### src/rtl/blkdisk_pkg.sv
package blkdisk_pkg;

  typedef enum logic [1:0] {
    XS_IDLE  = 2'd0,
    XS_READ  = 2'd1,
    XS_WRITE = 2'd2
  } xferState_t;

  // Strobes from the sequencer to the datapath
  typedef struct packed {
    logic start;    // latch command and clear the word counter
    logic rdPhase;  // source request is active
    logic wrPhase;  // destination request is active
    logic grab;     // capture source data
    logic step;     // advance to next word
    logic finish;   // last destination word accepted
  } xferStrobe_t;

endpackage

### src/rtl/blkdisk_ctrl.sv
module blkdisk_ctrl
  import blkdisk_pkg::*;
(
  input  logic        clk,
  input  logic        rstN,
  input  logic        ctlWrite,
  input  logic        srcAck,
  input  logic        dstAck,
  input  logic        lastWord,
  input  logic        irqEn,
  output xferStrobe_t stb,
  output logic        busy,
  output logic        irq
);

  xferState_t state, stateNext;

  always_comb begin
    stateNext = state;
    stb = '0;
    unique case (state)
      XS_IDLE: begin
        if (ctlWrite) begin
          stb.start = 1'b1;
          stateNext = XS_READ;
        end
      end
      XS_READ: begin
        stb.rdPhase = 1'b1;
        if (srcAck) begin
          stb.grab  = 1'b1;
          stateNext = XS_WRITE;
        end
      end
      XS_WRITE: begin
        stb.wrPhase = 1'b1;
        if (dstAck) begin
          if (lastWord) begin
            stb.finish = 1'b1;
            stateNext  = XS_IDLE;
          end else begin
            stb.step  = 1'b1;
            stateNext = XS_READ;
          end
        end
      end
      default: stateNext = XS_IDLE;
    endcase
  end

  always_ff @(posedge clk) begin
    if (!rstN) begin
      state <= XS_IDLE;
      irq   <= 1'b0;
    end else begin
      state <= stateNext;
      irq   <= stb.finish & irqEn;
    end
  end

  assign busy = (state != XS_IDLE);

endmodule

### src/rtl/blkdisk_dp.sv
module blkdisk_dp
  import blkdisk_pkg::*;
#(
  parameter int          ADDR_W  = 32,
  parameter int          DATA_W  = 32,
  parameter int          BLK_W   = 20,
  parameter int          WORDS   = 1024,
  parameter logic [31:0] IO_BASE = 32'hF000_0000
) (
  input  logic               clk,
  input  logic               rstN,
  input  xferStrobe_t        stb,
  input  logic               busy,
  input  logic               busSel,
  input  logic               busWe,
  input  logic [ADDR_W-1:0]  busAddr,
  input  logic [DATA_W-1:0]  busWdata,
  output logic [DATA_W-1:0]  busRdata,
  output logic               ctlWrite,
  output logic               srcAck,
  output logic               dstAck,
  output logic               lastWord,
  output logic               irqEn,
  output logic               memReq,
  output logic               memWe,
  output logic [ADDR_W-1:0]  memAddr,
  output logic [DATA_W-1:0]  memWdata,
  input  logic               memAck,
  input  logic [DATA_W-1:0]  memRdata,
  output logic               stoReq,
  output logic               stoWe,
  output logic [BLK_W-1:0]   stoBlock,
  output logic [$clog2(WORDS)-1:0] stoIndex,
  output logic [DATA_W-1:0]  stoWdata,
  input  logic               stoAck,
  input  logic [DATA_W-1:0]  stoRdata
);

  localparam int IDX_W   = $clog2(WORDS);
  localparam int BYTE_SH = $clog2(DATA_W / 8);
  localparam logic [ADDR_W-1:0] CTL_ADR  = ADDR_W'(IO_BASE);
  localparam logic [ADDR_W-1:0] MADR_ADR = ADDR_W'(IO_BASE + 32'd4);
  localparam logic [ADDR_W-1:0] STAT_ADR = ADDR_W'(IO_BASE + 32'd8);

  logic              cmdStore;
  logic [BLK_W-1:0]  blockReg;
  logic [ADDR_W-1:0] addrReg;
  logic [ADDR_W-1:0] startAddr;
  logic [IDX_W-1:0]  wordCnt;
  logic [DATA_W-1:0] dataBuf;
  logic              addrWrite;

  assign ctlWrite  = busSel & busWe & (busAddr == CTL_ADR);
  assign addrWrite = busSel & busWe & (busAddr == MADR_ADR);

  always_ff @(posedge clk) begin
    if (!rstN) begin
      cmdStore  <= 1'b0;
      irqEn     <= 1'b0;
      blockReg  <= '0;
      addrReg   <= '0;
      startAddr <= '0;
      wordCnt   <= '0;
      dataBuf   <= '0;
    end else begin
      if (addrWrite) addrReg <= busWdata[ADDR_W-1:0];
      if (stb.start) begin
        cmdStore  <= busWdata[0];
        irqEn     <= busWdata[1];
        blockReg  <= busWdata[2 +: BLK_W];
        startAddr <= addrReg;
        wordCnt   <= '0;
      end
      if (stb.grab) dataBuf <= cmdStore ? memRdata : stoRdata;
      if (stb.step) wordCnt <= wordCnt + 1'b1;
    end
  end

  assign lastWord = (wordCnt == IDX_W'(WORDS - 1));
  assign srcAck   = cmdStore ? memAck : stoAck;
  assign dstAck   = cmdStore ? stoAck : memAck;

  assign memReq   = (stb.rdPhase & cmdStore) | (stb.wrPhase & ~cmdStore);
  assign memWe    = stb.wrPhase & ~cmdStore;
  assign memAddr  = startAddr + (ADDR_W'(wordCnt) << BYTE_SH);
  assign memWdata = dataBuf;

  assign stoReq   = (stb.rdPhase & ~cmdStore) | (stb.wrPhase & cmdStore);
  assign stoWe    = stb.wrPhase & cmdStore;
  assign stoBlock = blockReg;
  assign stoIndex = wordCnt;
  assign stoWdata = dataBuf;

  always_comb begin
    busRdata = '0;
    if (busSel && !busWe) begin
      if (busAddr == CTL_ADR) begin
        busRdata[0]          = cmdStore;
        busRdata[1]          = irqEn;
        busRdata[2 +: BLK_W] = blockReg;
      end else if (busAddr == MADR_ADR) begin
        busRdata = DATA_W'(addrReg);
      end else if (busAddr == STAT_ADR) begin
        busRdata[0] = busy;
      end
    end
  end

endmodule

### src/rtl/blkdisk_top.sv
module blkdisk_top
  import blkdisk_pkg::*;
#(
  parameter int          ADDR_W      = 32,
  parameter int          DATA_W      = 32,
  parameter int          BLK_W       = 20,
  parameter int          BLOCK_BYTES = 4096,
  parameter logic [31:0] IO_BASE     = 32'hF000_0000,
  localparam int         WORDS       = BLOCK_BYTES / (DATA_W / 8),
  localparam int         IDX_W       = $clog2(WORDS)
) (
  input  logic              clk,
  input  logic              rstN,
  input  logic              busSel,
  input  logic              busWe,
  input  logic [ADDR_W-1:0] busAddr,
  input  logic [DATA_W-1:0] busWdata,
  output logic [DATA_W-1:0] busRdata,
  output logic              memReq,
  output logic              memWe,
  output logic [ADDR_W-1:0] memAddr,
  output logic [DATA_W-1:0] memWdata,
  input  logic              memAck,
  input  logic [DATA_W-1:0] memRdata,
  output logic              stoReq,
  output logic              stoWe,
  output logic [BLK_W-1:0]  stoBlock,
  output logic [IDX_W-1:0]  stoIndex,
  output logic [DATA_W-1:0] stoWdata,
  input  logic              stoAck,
  input  logic [DATA_W-1:0] stoRdata,
  output logic              irq
);

  xferStrobe_t stb;
  logic busy, ctlWrite, srcAck, dstAck, lastWord, irqEn;

  blkdisk_ctrl u_ctrl (
    .clk      (clk),
    .rstN     (rstN),
    .ctlWrite (ctlWrite),
    .srcAck   (srcAck),
    .dstAck   (dstAck),
    .lastWord (lastWord),
    .irqEn    (irqEn),
    .stb      (stb),
    .busy     (busy),
    .irq      (irq)
  );

  blkdisk_dp #(
    .ADDR_W  (ADDR_W),
    .DATA_W  (DATA_W),
    .BLK_W   (BLK_W),
    .WORDS   (WORDS),
    .IO_BASE (IO_BASE)
  ) u_dp (
    .clk      (clk),
    .rstN     (rstN),
    .stb      (stb),
    .busy     (busy),
    .busSel   (busSel),
    .busWe    (busWe),
    .busAddr  (busAddr),
    .busWdata (busWdata),
    .busRdata (busRdata),
    .ctlWrite (ctlWrite),
    .srcAck   (srcAck),
    .dstAck   (dstAck),
    .lastWord (lastWord),
    .irqEn    (irqEn),
    .memReq   (memReq),
    .memWe    (memWe),
    .memAddr  (memAddr),
    .memWdata (memWdata),
    .memAck   (memAck),
    .memRdata (memRdata),
    .stoReq   (stoReq),
    .stoWe    (stoWe),
    .stoBlock (stoBlock),
    .stoIndex (stoIndex),
    .stoWdata (stoWdata),
    .stoAck   (stoAck),
    .stoRdata (stoRdata)
  );

endmodule

### config.mk
export PLATFORM = sky130hd
export DESIGN_NAME = blkdisk_top
export DESIGN_NICKNAME = d
export VERILOG_FILES = /design/src/rtl/blkdisk_pkg.sv /design/src/rtl/blkdisk_ctrl.sv /design/src/rtl/blkdisk_dp.sv /design/src/rtl/blkdisk_top.sv
export SDC_FILE = /design/constraint.sdc
export NUM_CORES = 1
export LEC_CHECK = 0
export ABC_AREA = 1
export CAP_MARGIN = 10
export CORE_AREA = 2 2 142 144
export DETAILED_ROUTE_END_ITERATION = 16
export DIE_AREA = 0 0 144 146
export PLACE_DENSITY_LB_ADDON = 0.08
export SLEW_MARGIN = 20
export SYNTH_ARGS = -nofsm -noshare
export SYNTH_HDL_FRONTEND = slang
export SYNTH_HIERARCHICAL = 1
export SYNTH_SLANG_ARGS = --single-unit
### constraint.sdc
create_clock -name clk -period 2 [get_ports clk]
set_input_delay 0.4 -clock clk [delete_from_list [all_inputs] [get_ports clk]]
set_output_delay 0.4 -clock clk [all_outputs]
set_load 0.02 [all_outputs]
==> key figures, run 1 <==
Setup path
  • Most frequent cell on the critical path: nand2_4
  • Worst Setup End Kind: primary output
  • Slowest-stage cell, CP: fa_2
  • CP Buf/Inv Count: 1
  • CP Launch Type: register
  • Worst Path Required: 1.60 ns
  • WP data arrival: ~2.1 ns
  • Largest delay share family, worst path: simple AND/OR/NAND/NOR gates
  • Worst-path maximum fanout: 7
  • CP peak stage delay: 0.36 ns
  • Critical path type: reg2out
  • Worst path cell trace: ha_4, fa_2, nand3_2, nand2_4, nand2_4, nand2_4, nand2_4, nand2_8, nand3_1, nand2_2, buf_6

Synthesis
  • Synthesized Nets: between 1000 and 1500
  • Synth Instances: about 1200
  • Synth warnings: 6
  • Post-Syn Area: 7660 um2
  • Mean Syn Cell Area: ~6.5 um2

Cells and area
  • Design area: ~15000 um2
  • Post-route insts no fill: ~1900
  • Share of cells above drive strength 1: 0.372
  • Seq. cell area: about 2700 um2
  • Multi-input logic area: about 5300 um2
  • Layout Nets: around 1800
  • Area grow syn2layout: 89.7%
  • # fillers: between 1000 and 1500
  • Final core occ: 0.752

Floorplanning
  • Rows: ~50
  • Die area: between 20000 and 25000 um2
  • Die Ht: roughly 150 um
  • Initial Utilization: 0.396
  • Die width: ~140 um
  • Core area: 19300 um2
  • # IOs: 297

Timing
  • Worst-margin pin slew: around 0.42 ns
  • Setup-failing EPs final: 60
  • Rel. slew slack: 0.720
  • Min Tclk post-route: about 2.5 ns
  • Final worst path period share: 1.24
  • TNS Setup: -15.35 ns
  • Final WS setup: -0.487 ns
  • Final hold vios: 0
  • Skew final: ~0.0068 ns
  • Fmax: 0.402 GHz
  • Unrepaired setup endpoints after global routing: true
  • Pins Over Slew Limit: 0

Placed design
  • Pre-CTS setup slack: -0.914 ns
  • Port bufs: slightly below 300
  • DP Cell Count: between 1500 and 2000
  • HPWL Detailed: approximately 21000 um
  • RePlAce Congestion: approximately 0.88
  • Placed instance area: 11700 um2

Global route
  • Vias in the first global route: around 9000
  • First-pass GRT wire length: between 40000 and 50000 um
  • Initial antenna violation count: 1
  • Largest net degree at the start of global routing: 47
  • Overflow left after global routing: 0
  • Total global-route track usage: 0.289

Clock tree
  • Worst-Skew Late Latency: 0.42 ns
  • Hold buffers post-CTS: 0
  • CTS tree: done
  • CTS clk-pin slew, worst paths: approximately 0.06 ns
  • H-tree levels: 4
  • TritonCTS Buffers: 17
  • Max Root-Sink Buffers: 2
  • TritonCTS Sinks: about 130
  • Root Buffer Master: clkbuf_16

Run status
  • Status: complete, but fails checks
  • Failing checks: negative setup slack

Drt
  • Detailed-router iteration count before antenna repair: 5
  • DR WL/cell: between 15 and 20 um
  • Vias per cell: ~5
  • WL final: 33100 um
  • Vias: 9679
  • Initial DRC count: about 500
  • DRC viols: 0
  • Antenna viol nets, final: 0

Power
  • PwrDens: 448 nW/um2
  • Maximum VDD drop: 0.585 mV
  • Leak: 0.00646 uW

Worst hold path
  • Min-Delay Path Class: in2reg

Run
  • MaxCap Viol Count: 0
## layer usage
| layer | GRT usage | vias up | share of wire |
|---|---|---|---|
| met1 | 0.321 | 4445 | 0.36 |
| met4 | 0.150 | 0 | 0.057 |
| li1 | - | 4683 | - |
| met5 | 0 | - | 0 |
| met2 | 0.505 | 438 | 0.51 |
| met3 | 0.0724 | 113 | 0.069 |
## cells in the final DEF, fill, tap and decap left out, drive strengths merged, types with 15 or more instances in the layout
master and instances:
buf 302, nand2 258, clkdlybuf4s50 195, nand3 154
nor2 148, inv 143, dfxtp 131, a21oi 101
o21ai 60, o211ai 34, clkbuf 19, nor3 15
## tightest hold or removal path, stage by stage
cell     delay, ns
buf_4         0.23
nand2_1       0.12
nor2_1        0.03
## final cells by class
type	count	share of cell area
Antenna cell	2	0.000344
Clock buffer	17	0.0293
Clock inverter	15	0.0142
Inverter	143	0.0386
Multi-Input combinational cell	817	0.363
Sequential cell	131	0.183
Tap cell	265	0.0228
Timing Repair Buffer	504	0.349
## final timing paths
check	start	endpoint	slack, ns	cells past startpoint
worst max-delay path	u_dp/stoIndex[0]$_SDFFE_PN0P_	memAddr[16]	-0.49	11
worst min-delay path	rstN	u_dp/addrReg[13]$_SDFFE_PN0P_	0.42	3
worst max register to register	u_dp/stoIndex[1]$_SDFFE_PN0P_	u_dp/stoIndex[3]$_SDFFE_PN0P_	0.03	12
worst min register to register	u_dp/memWdata[11]$_SDFFE_PN0P_	u_dp/memWdata[11]$_SDFFE_PN0P_	0.51	2
## stage by stage
step / hold WS [ns] / power [uW]
floorplan: 0.443 / 2800
CTS: 0.411 / 6490
detailed placement: 0.479 / 3150
global placement: 0.480 / 3140
finish: 0.420 / 6510
global route: 0.435 / 6710
## repair_timing
| action | in CTS | in global routing |
|---|---|---|
| gates cloned | 9 | 1 |
| hold endpoints to repair | 0 | 0 |
| setup endpoints to repair | 162 | 125 |
| gates resized for setup | 707 | 197 |
| setup buffers | 41 | 36 |
| pin swaps | 119 | 112 |
## registers in the layout (all words and copies together), names as in the netlist, 2 cells and up
register,cells
u_dp/memWdata,32
u_dp/stoBlock,20
u_dp/stoIndex,10
u_dp/addrReg,32
u_ctrl/state,2
u_dp/startAddr,32
## power by group
part / switching, uW / internal (uW) / total, uW / leakage [uW]
sequential: 0.000000522 / 2600 / 2600 / 0.00107
combinational: 230 / 327 / 557 / 0.00509
clock: 1250 / 2100 / 3350 / 0.000304
total: 1480 / 5030 / 6510 / 0.00646
(Power assumes the default switching activity.)
==> run 2: changes to the inputs <==
--- a/config.mk
+++ b/config.mk
@@ -7,10 +7,11 @@
 export LEC_CHECK = 0
 export ABC_AREA = 1
 export CAP_MARGIN = 10
-export CORE_AREA = 2 2 142 144
+export CORE_AREA = 2 2 134 136
 export DETAILED_ROUTE_END_ITERATION = 16
-export DIE_AREA = 0 0 144 146
+export DIE_AREA = 0 0 136 138
 export PLACE_DENSITY_LB_ADDON = 0.08
+export REMOVE_ABC_BUFFERS = 1
 export SLEW_MARGIN = 20
 export SYNTH_ARGS = -nofsm -noshare
 export SYNTH_HDL_FRONTEND = slang
==> constraint.sdc (replaced) <==
create_clock -name clk -period 3 [get_ports clk]
set_input_delay 0.6 -clock clk [delete_from_list [all_inputs] [get_ports clk]]
set_output_delay 0.6 -clock clk [all_outputs]
set_load 0.02 [all_outputs]
==> key figures, run 2 (synthesis gave the netlist of run 1 again) <==
Run status
  • Status: finished clean

Timing
  • Pins Over Slew Limit: 0
  • Final worst path period share: 0.968
  • Rel. slew slack: 0.688
  • TNS Setup: 0 ns
  • Final hold vios: 0
  • Worst-margin pin slew: around 0.47 ns
  • Fmax: between 0.3 and 0.4 GHz
  • Final WS setup: a little under 0.1 ns
  • Skew final: around 0.011 ns
  • Hold_ws: approximately 0.48 ns
  • Min Tclk post-route: 2.90 ns
  • Setup-failing EPs final: 0

Power
  • PwrDens: around 370 nW/um2
  • Leak: about 0.0053 uW
  • Maximum VDD drop: 0.427 mV

Setup path
  • CP Buf/Inv Count: 5
  • Worst path cell trace: clkdlybuf4s50_1, inv_2, nand2_1, nor2_2, nand3_2, nor2_4, buf_6, bufbuf_16, nand3_1, a21oi_1, buf_4
  • CP peak stage delay: 0.41 ns
  • WP data arrival: roughly 2.3 ns
  • Slowest-stage cell, CP: clkdlybuf4s50_1
  • Critical path type: in2out
  • Largest delay share family, worst path: buffers and inverters
  • Worst Path Required: about 2.4 ns
  • CP Launch Type: input port
  • Worst Setup End Kind: primary output
  • Worst-path maximum fanout: 11

Cells and area
  • Final core occ: 0.650
  • Most frequent cells in the layout: 252 x nand2_1, 230 x clkdlybuf4s50_1, 147 x nand3_1
  • Layout Nets: 1600
  • Ant diodes: 0
  • Share of cells above drive strength 1: 0.123
  • Area grow syn2layout: 48.8%
  • Commonest non-fill, non-tap cell in the layout: nand2_1

Floorplanning
  • Die area: about 19000 um2
  • Die Ht: ~140 um
  • Die width: around 140 um
  • Rows: 49
  • # IOs: around 300
  • Initial Utilization: 0.437
  • Core area: between 15000 and 20000 um2

Run
  • MaxCap Viol Count: 0

Global route
  • Initial antenna violation count: 1
  • Largest net degree at the start of global routing: 65
  • Vias in the first global route: between 8000 and 9000
  • First-pass GRT wire length: 40800 um
  • Overflow left after global routing: 0
  • Total global-route track usage: 0.273

Clock tree
  • CTS clk-pin slew, worst paths: around 0.06 ns
  • Max Root-Sink Buffers: 2
  • H-tree levels: 4
  • CTS tree: done
  • TritonCTS Sinks: around 130
  • TritonCTS Buffers: 17
  • Hold buffers post-CTS: 0
  • Root Buffer Master: clkbuf_16
  • Worst-Skew Late Latency: ~0.43 ns

Placed design
  • Pre-CTS setup slack: -0.300 ns
  • RePlAce Congestion: about 0.84
  • HPWL Detailed: about 19000 um
  • Port bufs: 296

Drt
  • Initial DRC count: about 500
  • Vias: roughly 8600
  • Detailed-router iteration count before antenna repair: 5
  • DRC viols: 0
  • WL final: around 25000 um
  • DR WL/cell: about 15 um
  • Vias per cell: between 5 and 6
  • Antenna viol nets, final: 0

Worst hold path
  • Min-Delay Path Class: reg2reg
## run 2: cell count changes in the layout (fill, tap and decap cells not counted), moves of 18 or more
cell and change:
clkbuf_2 +34, buf_6 -112, nand2_2 -45, nand3_1 +56, nand3_2 -31, nand3_4 -26
nor2_4 -31, buf_4 -105, clkdlybuf4s50_1 +35, a21oi_1 +18, nand2_1 +61, dfxtp_1 +20
nor2_1 +34
## run 2: where the power goes
part	switching, uW	leakage, uW	internal (uW)
Sequential	0.000000271	0.00105	1740
Combinational	121	0.00389	192
Clock	799	0.000304	1350
Total	920	0.00525	3280
## run 2: worst min-delay path, delay by kind of cell (launching register included)
kind | cells | cell delay (ns)
DFF | 1 | 0.32
and+or+nand+nor | 2 | 0.11
## run 2: routing by layer
metal,vias up,share of wire,GRT usage
met1,3887,0.41,0.321
met5,-,0.00047,0
met3,38,0.079,0.0891
met2,297,0.49,0.467
met4,2,0.024,0.0883
li1,4344,-,-
## run 2: final timing paths
| path | start | end | slack, ns | depth (start not counted) |
|---|---|---|---|---|
| setup reg to reg | u_dp/stoIndex[0]$_SDFFE_PN0P_ | u_dp/stoIndex[6]$_SDFFE_PN0P_ | 0.70 | 10 |
| hold reg to reg | u_dp/irqEn$_SDFFE_PN0P_ | u_ctrl/irq$_SDFF_PN0_ | 0.48 | 2 |
| setup / recovery | busAddr[6] | busRdata[13] | 0.1 | 11 |
| hold / removal | u_dp/irqEn$_SDFFE_PN0P_ | u_ctrl/irq$_SDFF_PN0_ | 0.48 | 2 |
## run 2: through the flow
step / total power, uW / instance area [um2] / cells
after floorplan: 1850 / 7090 / 1090
after global placement: 2090 / 10800 / 1660
after detailed placement: 2090 / 10800 / 1660
after CTS: 4220 / 11400 / 1694
after global routing: 4340 / 11400 / 1696
final: 4200 / 11400 / 1696
## run 2: what timing repair did
action	4_1_cts	5_1_grt
setup endpoints to repair	56	57
setup buffers	1	2
gates resized for setup	102	120
cloned	1	0
endpoints found under the hold margin	0	0
pin swaps	1	5
## run 2: cell type report
cell class / instances / area (um2)
Clock buffer: 20 / 457
Clock inverter: 12 / 154
Fill cell: 1687 / 6130
Inverter: 143 / 537
Multi-Input combinational cell: 816 / 4030
Sequential cell: 131 / 2620
Tap cell: 229 / 287
Timing Repair Buffer: 345 / 3310
